===== src/rtl/fnpwr_pkg.sv =====
package fnpwr_pkg;

    typedef enum logic [1:0] {
        PM_ACTIVE = 2'd0,
        PM_SLEEP  = 2'd1,
        PM_WAKE   = 2'd2
    } pm_state_e;

    typedef struct packed {
        logic       force_pd;
        logic [1:0] div_sel;
        logic [1:0] clk_mode;
        logic       auto_en;
    } pm_ctrl_t;

    localparam int CTRL_W = $bits(pm_ctrl_t);

    localparam logic [1:0] ADDR_CTRL = 2'd0;
    localparam logic [1:0] ADDR_TMO  = 2'd1;
    localparam logic [1:0] ADDR_REC  = 2'd2;

    localparam int DIV_W = 3;

    function automatic logic mode_is_stop(input logic [1:0] mode);
        return mode[1];
    endfunction

    function automatic logic mode_is_div(input logic [1:0] mode);
        return mode == 2'b01;
    endfunction

    function automatic logic [DIV_W-1:0] div_mask(input logic [1:0] sel);
        case (sel)
            2'b00:   return 3'b001;
            2'b01:   return 3'b011;
            default: return 3'b111;
        endcase
    endfunction

endpackage


===== src/rtl/fnpwr_regs.sv =====
module fnpwr_regs
    import fnpwr_pkg::*;
#(
    parameter int          TMO_W   = 16,
    parameter int          REC_W   = 8,
    parameter logic [TMO_W-1:0] TMO_RST = 1000,
    parameter logic [REC_W-1:0] REC_RST = 4
) (
    input  logic             clk,
    input  logic             rst,
    input  logic             wr_en,
    input  logic [1:0]       addr,
    input  logic [TMO_W-1:0] wdata,
    output pm_ctrl_t         ctrl_o,
    output logic [TMO_W-1:0] tmo_o,
    output logic [REC_W-1:0] rec_o
);

    always_ff @(posedge clk) begin
        if (rst) begin
            ctrl_o <= '0;
            tmo_o  <= TMO_RST;
            rec_o  <= REC_RST;
        end else if (wr_en) begin
            case (addr)
                ADDR_CTRL: ctrl_o <= pm_ctrl_t'(wdata[CTRL_W-1:0]);
                ADDR_TMO:  tmo_o  <= wdata;
                ADDR_REC:  rec_o  <= wdata[REC_W-1:0];
                default:   ;
            endcase
        end
    end

    p_bad_addr_r9: assert property (@(posedge clk) disable iff (rst)
        (wr_en && addr == 2'd3) |=> ($stable(ctrl_o) && $stable(tmo_o) && $stable(rec_o)));

endmodule


===== src/rtl/fnpwr_fsm.sv =====
module fnpwr_fsm
    import fnpwr_pkg::*;
#(
    parameter int TMO_W = 16,
    parameter int REC_W = 8
) (
    input  logic             clk,
    input  logic             rst,
    input  logic             acc_i,
    input  logic             auto_i,
    input  logic             force_i,
    input  logic [TMO_W-1:0] tmo_i,
    input  logic [REC_W-1:0] rec_i,
    output logic             pd_o,
    output logic             wait_o
);

    pm_state_e        state, state_n;
    logic [TMO_W-1:0] idle, idle_n;
    logic [TMO_W:0]   idle_p1;
    logic [REC_W-1:0] rcnt, rcnt_n;
    logic             tmo_hit;

    assign idle_p1 = {1'b0, idle} + 1'b1;
    assign tmo_hit = auto_i && (tmo_i != '0) && (idle_p1 >= {1'b0, tmo_i});

    always_comb begin
        state_n = state;
        idle_n  = idle;
        rcnt_n  = rcnt;
        case (state)
            PM_ACTIVE: begin
                if (force_i) begin
                    state_n = PM_SLEEP;
                    idle_n  = '0;
                end else if (acc_i || !auto_i) begin
                    idle_n = '0;
                end else if (tmo_hit) begin
                    state_n = PM_SLEEP;
                    idle_n  = '0;
                end else begin
                    idle_n = idle_p1[TMO_W-1:0];
                end
            end
            PM_SLEEP: begin
                if (acc_i && !force_i) begin
                    state_n = PM_WAKE;
                    rcnt_n  = rec_i;
                end
            end
            PM_WAKE: begin
                idle_n = '0;
                if (force_i)            state_n = PM_SLEEP;
                else if (rcnt == '0)    state_n = PM_ACTIVE;
                else                    rcnt_n  = rcnt - 1'b1;
            end
            default: state_n = PM_ACTIVE;
        endcase
    end

    always_ff @(posedge clk) begin
        if (rst) begin
            state <= PM_ACTIVE;
            idle  <= '0;
            rcnt  <= '0;
        end else begin
            state <= state_n;
            idle  <= idle_n;
            rcnt  <= rcnt_n;
        end
    end

    assign pd_o   = (state == PM_SLEEP);
    assign wait_o = acc_i && (((state == PM_SLEEP) && !force_i) || (state == PM_WAKE));

    p_force_sleeps_r7: assert property (@(posedge clk) disable iff (rst)
        force_i |=> pd_o);

    p_wake_entry_r4: assert property (@(posedge clk) disable iff (rst)
        (pd_o && acc_i && !force_i) |=> (!pd_o && wait_o == acc_i));

    p_no_sleep_on_access_r3: assert property (@(posedge clk) disable iff (rst)
        (state == PM_ACTIVE && acc_i && !force_i) |=> !pd_o);

    p_sleep_needs_cause_r2: assert property (@(posedge clk) disable iff (rst)
        $rose(pd_o) |-> $past(auto_i || force_i));

endmodule


===== src/rtl/fnpwr_clkgate.sv =====
module fnpwr_clkgate
    import fnpwr_pkg::*;
(
    input  logic       clk,
    input  logic       rst,
    input  logic       pd_i,
    input  logic [1:0] mode_i,
    input  logic [1:0] div_sel_i,
    output logic       fn_clk_o
);

    logic [DIV_W-1:0] div_cnt;
    logic             en_c, en_q;

    always_ff @(posedge clk) begin
        if (rst) div_cnt <= '0;
        else     div_cnt <= div_cnt + 1'b1;
    end

    always_comb begin
        if (pd_i || mode_is_stop(mode_i))
            en_c = 1'b0;
        else if (mode_is_div(mode_i))
            en_c = ((div_cnt & div_mask(div_sel_i)) == '0);
        else
            en_c = 1'b1;
    end

    // Enable changes only while the clock is low, so the gated output never glitches.
    always_ff @(negedge clk) begin
        if (rst) en_q <= 1'b1;
        else     en_q <= en_c;
    end

    assign fn_clk_o = clk & en_q;

    p_gate_low_asleep_r6: assert property (@(posedge clk) disable iff (rst)
        pd_i |-> !en_q);

    p_stop_low_r5: assert property (@(posedge clk) disable iff (rst)
        mode_is_stop(mode_i) |-> !en_q);

endmodule


===== src/rtl/fnpwr_mgr.sv =====
module fnpwr_mgr
    import fnpwr_pkg::*;
#(
    parameter int               NUM_FN  = 2,
    parameter int               TMO_W   = 16,
    parameter int               REC_W   = 8,
    parameter logic [TMO_W-1:0] TMO_RST = 1000,
    parameter logic [REC_W-1:0] REC_RST = 4,
    localparam int              FN_W    = (NUM_FN > 1) ? $clog2(NUM_FN) : 1
) (
    input  logic              clk,
    input  logic              rst,
    input  logic [NUM_FN-1:0] acc_i,
    input  logic              reg_wr,
    input  logic [FN_W-1:0]   reg_fn,
    input  logic [1:0]        reg_addr,
    input  logic [TMO_W-1:0]  reg_wdata,
    output logic [NUM_FN-1:0] fn_clk_o,
    output logic [NUM_FN-1:0] fn_pd_o,
    output logic              wait_o
);

    logic [NUM_FN-1:0] wait_vec;

    for (genvar g = 0; g < NUM_FN; g++) begin : g_fn
        pm_ctrl_t         ctrl;
        logic [TMO_W-1:0] tmo;
        logic [REC_W-1:0] rec;
        logic             wr_sel;

        assign wr_sel = reg_wr && (reg_fn == FN_W'(g));

        fnpwr_regs #(
            .TMO_W  (TMO_W),
            .REC_W  (REC_W),
            .TMO_RST(TMO_RST),
            .REC_RST(REC_RST)
        ) i_regs (
            .clk   (clk),
            .rst   (rst),
            .wr_en (wr_sel),
            .addr  (reg_addr),
            .wdata (reg_wdata),
            .ctrl_o(ctrl),
            .tmo_o (tmo),
            .rec_o (rec)
        );

        fnpwr_fsm #(
            .TMO_W(TMO_W),
            .REC_W(REC_W)
        ) i_fsm (
            .clk    (clk),
            .rst    (rst),
            .acc_i  (acc_i[g]),
            .auto_i (ctrl.auto_en),
            .force_i(ctrl.force_pd),
            .tmo_i  (tmo),
            .rec_i  (rec),
            .pd_o   (fn_pd_o[g]),
            .wait_o (wait_vec[g])
        );

        fnpwr_clkgate i_gate (
            .clk      (clk),
            .rst      (rst),
            .pd_i     (fn_pd_o[g]),
            .mode_i   (ctrl.clk_mode),
            .div_sel_i(ctrl.div_sel),
            .fn_clk_o (fn_clk_o[g])
        );
    end

    assign wait_o = |wait_vec;

    p_wait_any_r10: assert property (@(posedge clk) disable iff (rst)
        (acc_i == '0) |-> !wait_o);

endmodule


===== config.mk =====
export PLATFORM = sky130hd
export DESIGN_NAME = fnpwr_mgr
export DESIGN_NICKNAME = d
export VERILOG_FILES = /design/src/rtl/fnpwr_pkg.sv /design/src/rtl/fnpwr_regs.sv /design/src/rtl/fnpwr_fsm.sv /design/src/rtl/fnpwr_clkgate.sv /design/src/rtl/fnpwr_mgr.sv
export SDC_FILE = /design/constraint.sdc
export NUM_CORES = 1
export LEC_CHECK = 0
export ABC_AREA = 1
export BUFFER_PORTS_ARGS = -buffer_cell sky130_fd_sc_hd__buf_4
export CORE_AREA = 5 5 135 137
export CTS_CLUSTER_DIAMETER = 150
export DETAILED_ROUTE_END_ITERATION = 8
export DIE_AREA = 0 0 140 142
export SYNTH_ARGS = -nofsm -noshare
export SYNTH_HDL_FRONTEND = slang
export SYNTH_SLANG_ARGS = --single-unit
export TNS_END_PERCENT = 100

===== constraint.sdc =====
create_clock -name clk -period 3.2 [get_ports clk]
set_input_delay 0.8 -clock clk [delete_from_list [all_inputs] [get_ports clk]]
set_output_delay 0.8 -clock clk [all_outputs]
set_load 0.05 [all_outputs]

==> results by group, run 1 <==
Status
  • Status: complete, but fails checks
  • Failing checks: setup timing

Cells and area
  • Diode count: 0
  • Number of nets in the layout: 999
  • Synthesis-to-layout area growth: 16.9%
  • Most frequent cells in the layout: nand2_1, dfxtp_1, nor2_1
  • FF+latch area: 0.00240 sq mm
  • Fill cell count: 1750
  • Final cell count without fillers: 1173
  • Commonest non-fill, non-tap cell in the layout: nand2_1
  • Layout cells sized above 1: 0.148
  • Multi-input gate area: 0.00363 sq mm

Timing
  • Worst clock skew: 60.5 ps
  • Slew Limit Fails: 0
  • Worst-Margin Slew: 713 ps
  • Hold_ws: 441 ps
  • Final Worst Setup Slack: -356 ps
  • Final Setup Violations: 4
  • Slew headroom: 0.525
  • RSZ-0062 raised after global routing: yes
  • Fin. Hold Viols: 0

Power and ir drop
  • Comb power frac: 0.166
  • Sequential share of power: 0.329
  • VDD IR-drop max: 415 uV
  • Power Density: 639 mW/mm^2
  • P_leak: 0.00340 uW
  • P_int: 3530 uW
  • Sw frac: 0.290
  • Clock power share: 0.505
  • P_sw: 1440 uW

Floorplan
  • Die Y: 142 um
  • Total die area: 0.0199 sq mm
  • Io pins: 29
  • Num rows: 48
  • Chip Width: 140 um
  • Core area: 0.0169 sq mm
  • Initial core utilization: 0.393

Logic synthesis
  • Mapped Cells: 909
  • Synth cell types: 42
  • Leading cell types by total area after synthesis: dfxtp_1, nand2_1, ha_1
  • Synthesized flop and latch total: 120
  • Post-synthesis average cell area: 7.32 sq um
  • Synthesized net count: 973
  • Number of synthesis warnings: 0
  • Synth area leader: dfxtp_1
  • Synth top area share: 0.361
  • Post-synthesis cell area: 0.00666 sq mm
  • Register area share after synthesis: 0.361

Drt
  • Via density: 4.76
  • First-pass detailed-route iteration total: 4
  • Routed WL: 15200 um
  • Vias after detailed routing: 5582
  • Initial DRC count: 291
  • Drt drc: 0
  • ANT nets after route: 0
  • Routed wire per std cell: 13.0 um

Placement
  • Global placer's final weighted congestion: 0.811
  • Cell Count Post-Placement: 1136
  • DP Worst Slack: 234 ps
  • HPWL after DPL: 10600 um
  • Number of port buffers: 28

GRT
  • Met1 usage: 0.199
  • First-pass GRT wire length: 25400 um
  • GRT met2 Usage: 0.258
  • GRT Total Usage: 0.158
  • Initial antenna violation count: 0
  • Grt ovf: 0
  • Vias in the first global route: 5290
  • Grt peak-use layer: met2
  • GR Util met3: 0.0437
  • Largest net degree at the start of global routing: 63

Setup path
  • CP Capture Type: primary output
  • Critical Path Source Type: flop
  • Crit path DAT: 2760 ps
  • CP Data Required Time: 2400 ps
  • Crit path from: g_fn[0].i_gate.en_q
  • Worst r2r src: g_fn[0].i_fsm.idle[0]
  • CP Class: reg2out
  • Crit path max fanout: 1

Run
  • Max-Cap Viols: 0

Clock tree
  • TritonCTS clock tree: done
  • Post-CTS Hold Fix Bufs: 0
  • Clock-pin slew on the worst setup and hold paths: 50 ps
  • Worst-skew pair later-pin latency: 580 ps

Min path
  • Hold path startpoint: g_fn[1].i_gate.div_cnt[0]
  • Hold/Removal Path Class: reg2reg
## power by group through the flow
stage,clock network (uW),registers [uW],logic [uW]
after floorplan,151,1650,632
after global placement,151,1660,820
after detailed placement,151,1660,825
after CTS,2570,1640,831
after global routing,2640,1650,929
final,2510,1640,825
## Yosys cell counts, drive strengths merged
master	number
clkinv	1
nand2	169
nand3	60
xor2	18
a31oi	1
a211oi	7
a21oi	90
nor3	8
dfxtp	120
nor2	124
inv	117
a31o	1
o2111ai	1
ha	40
a21o	2
o211ai	14
mux2i	1
nand3b	1
o31ai	2
o21ai	64
o221ai	1
nand4	12
nor4	1
clkbuf	23
xnor2	14
o22ai	2
o21a	2
buf	12
or2	1
## critical path, cell delays in order (launching register included)
cell     delay (ps)
dfxtp_2         320
nand2_2          60
inv_2            60
buf_8           130
## per-stage QoR
step                      total power [uW]  utilization  TNS [ps]  instance area [sq um]
after floorplan                       2430            -         0                   6660
after global placement                2630        0.415         0                   7020
after detailed placement              2640        0.415         0                   7020
after CTS                             5030        0.459      -735                   7770
after global routing                  5220        0.459      -773                   7780
final                                 4970        0.459      -677                   7780
## layer usage
metal,up-vias,share of wire
met3,17,0.037
met4,0,0.015
met1,2479,0.48
met2,69,0.46
li1,3017,-
met5,-,0
## state kept, by name (all words and copies together) (netlist names)
name / count
g_fn.i_fsm.idle: 32
g_fn.i_fsm.rcnt: 16
g_fn.i_fsm.state: 4
g_fn.i_gate.div_cnt: 6
g_fn.i_gate.en_q: 2
g_fn.i_regs.ctrl_o: 12
g_fn.i_regs.rec_o: 16
g_fn.i_regs.tmo_o: 32
## area by class of cell
type                       instances  share of cell area
tap                              225              0.0362
clock inverter                    13              0.0207
inverter                         115              0.0555
clock buffer                      29              0.0782
multi-input combinational        636               0.466
sequential                       120               0.309
timing repair buffer              35              0.0338
## worst paths after layout
kind | end | slack, ps | cells past startpoint
max reg2reg | g_fn[0].i_fsm.idle[4] | 410 | 16
max | fn_clk_o[0] | -360 | 3
min | g_fn[1].i_gate.div_cnt[0] | 440 | 1
min reg2reg | g_fn[1].i_gate.div_cnt[0] | 440 | 1
## logic make-up (layout without fill, tap and decap cells)
family / Yosys count / in the layout / share of synthesized area
DFF: 120 / 120 / 0.361
xor gates and xnor gates: 32 / 32 / 0.0444
adders and majority gates: 40 / 40 / 0.0752
AOI/OAI and AO/OA: 187 / 187 / 0.164
buffers and inverters: 153 / 192 / 0.0955
muxes: 1 / 1 / 0.00150
and+or+nand+nor: 376 / 376 / 0.259
## timing repair
| action | 4_1_cts | 5_1_grt |
|---|---|---|
| pin swaps | 1 | 0 |
| gates resized for setup | 10 | 1 |
| setup buffers | 0 | 0 |
| endpoints found under the setup margin | 4 | 6 |
No activity file was read; power rests on OpenSTA's default activity.
==> inputs of run 2 (changes only) <==
==> constraint.sdc (replaced) <==
create_clock -name clk -period 4.5 [get_ports clk]
set_input_delay 1.125 -clock clk [delete_from_list [all_inputs] [get_ports clk]]
set_output_delay 1.125 -clock clk [all_outputs]
set_load 0.05 [all_outputs]
==> results by group, run 2 (synthesis results as in run 1) <==
Timing
  • Final Worst Setup Slack: -13.0 ps
  • Worst-Margin Slew: 826 ps
  • Slew headroom: 0.448
  • Final Setup Violations: 2
  • RSZ-0062 raised after global routing: yes
  • Worst clock skew: 41.2 ps
  • Fin. Hold Viols: 0
  • Slew Limit Fails: 0

Power and ir drop
  • VDD IR-drop max: 289 uV
  • Power Density: 434 mW/mm^2
  • Final Power: 3320 uW
  • P_leak: 0.00333 uW

GRT
  • First-pass GRT wire length: 26100 um
  • Initial antenna violation count: 0
  • Grt ovf: 0
  • Largest net degree at the start of global routing: 57
  • GRT Total Usage: 0.162
  • Vias in the first global route: 5498

Clock tree
  • Post-CTS Hold Fix Bufs: 0
  • Post-CTS setup repair buffer count: 0
  • Worst-skew pair later-pin latency: 570 ps
  • TritonCTS clock tree: done
  • Clock-pin slew on the worst setup and hold paths: 50 ps

Status
  • Failing checks: setup timing
  • Status: complete, but fails checks

Setup path
  • Critical-path top delay cell: dfxtp_2
  • Worst-path cell chain: nand2_2, inv_2, buf_8
  • Critical path's top delay family: flip-flops
  • Critical Path Max Stage Delay: 320 ps
  • Crit path DAT: 3390 ps
  • Crit path max fanout: 1
  • CP Data Required Time: 3380 ps
  • CP Class: reg2out
  • Buf/Inv on CP: 2
  • Critical Path Source Type: flop
  • CP Capture Type: primary output

Cells and area
  • Diode count: 0
  • Number of nets in the layout: 995
  • Most frequent cells in the layout: nand2_1, dfxtp_1, nor2_1
  • Top flop regs: g_fn.i_fsm.idle: 32 flops, g_fn.i_regs.tmo_o: 32 flops
  • Final core utilization: 0.452
  • Layout cells sized above 1: 0.141
  • FF+latch area: 0.00240 sq mm
  • Fill cell count: 1772
  • Commonest non-fill, non-tap cell in the layout: nand2_1
  • Multi-input gate area: 0.00362 sq mm
  • Synthesis-to-layout area growth: 15.0%

Min path
  • Hold/Removal Path Class: reg2reg

Placement
  • Number of port buffers: 28
  • Global placer's final weighted congestion: 0.782
  • HPWL after DPL: 10600 um

Drt
  • First-pass detailed-route iteration total: 5
  • ANT nets after route: 0
  • Drt drc: 0
  • Vias after detailed routing: 5643
  • Routed wire per std cell: 13.0 um
  • Initial DRC count: 249
  • Via density: 4.84
  • Routed WL: 15200 um

Run
  • Max-Cap Viols: 0

Floorplan
  • Chip Width: 140 um
  • Io pins: 29
  • Total die area: 0.0199 sq mm
  • Initial core utilization: 0.393
  • Die Y: 142 um
  • Core area: 0.0169 sq mm
  • Num rows: 48
==> run 2: path summary, 6_finish.rpt <==
check	endpoint	slack, ps	depth (start not counted)	startpoint
max reg2reg	g_fn[1].i_gate.en_q	830	3	g_fn[1].i_fsm.state[0]
min	g_fn[0].i_gate.div_cnt[0]	430	1	g_fn[0].i_gate.div_cnt[0]
max	fn_clk_o[1]	-10	3	g_fn[1].i_gate.en_q
min reg2reg	g_fn[0].i_gate.div_cnt[0]	430	1	g_fn[0].i_gate.div_cnt[0]
==> run 2: worst reg2reg max path: cells and delay by family (launching register included) <==
family                 cells  cell delay [ps]
and+or+nand+nor            1              310
AOI/OAI and AO/OA          1              120
DFF                        1              760
buffers and inverters      1              140
==> run 2: power by group <==
part           internal (uW)  total, uW  switching (uW)
clock                   1010       1590             589
combinational            189        523             334
sequential              1130       1210            79.7
==> run 2: per-layer routing <==
metal | up-vias | global-route usage | routed length [um]
met3 | 25 | 0.0494 | 511
li1 | 3000 | - | -
met5 | - | 0 | 0
met4 | 0 | 0.0637 | 253
met1 | 2535 | 0.201 | 7280
met2 | 83 | 0.267 | 7120
==> run 2: timing repair <==
item,in CTS,in global routing
gates resized for setup,10,0
setup endpoints to repair,4,4
pin swaps,2,1
==> run 2: area by class of cell <==
| class | instances | share of cell area |
|---|---|---|
| inverters | 115 | 0.0564 |
| flip-flops and latches | 120 | 0.314 |
| well taps | 225 | 0.0368 |
| multi-input cells | 636 | 0.473 |
| repair buffers | 31 | 0.0304 |
| clock buffers | 32 | 0.0809 |
| clock inverters | 8 | 0.00785 |
==> run 2: through the flow <==
step,hold slack [ps],setup TNS [ps],cells,worst slack (ps),instance area (sq um)
after floorplan,402,0,909,359,6660
after global placement,417,0,1132,575,6990
after detailed placement,420,0,1132,565,6990
after CTS,431,-74.6,1167,-43.8,7650
after global routing,455,-109,1167,-69.9,7650
final,427,-13.0,1167,-13.0,7650
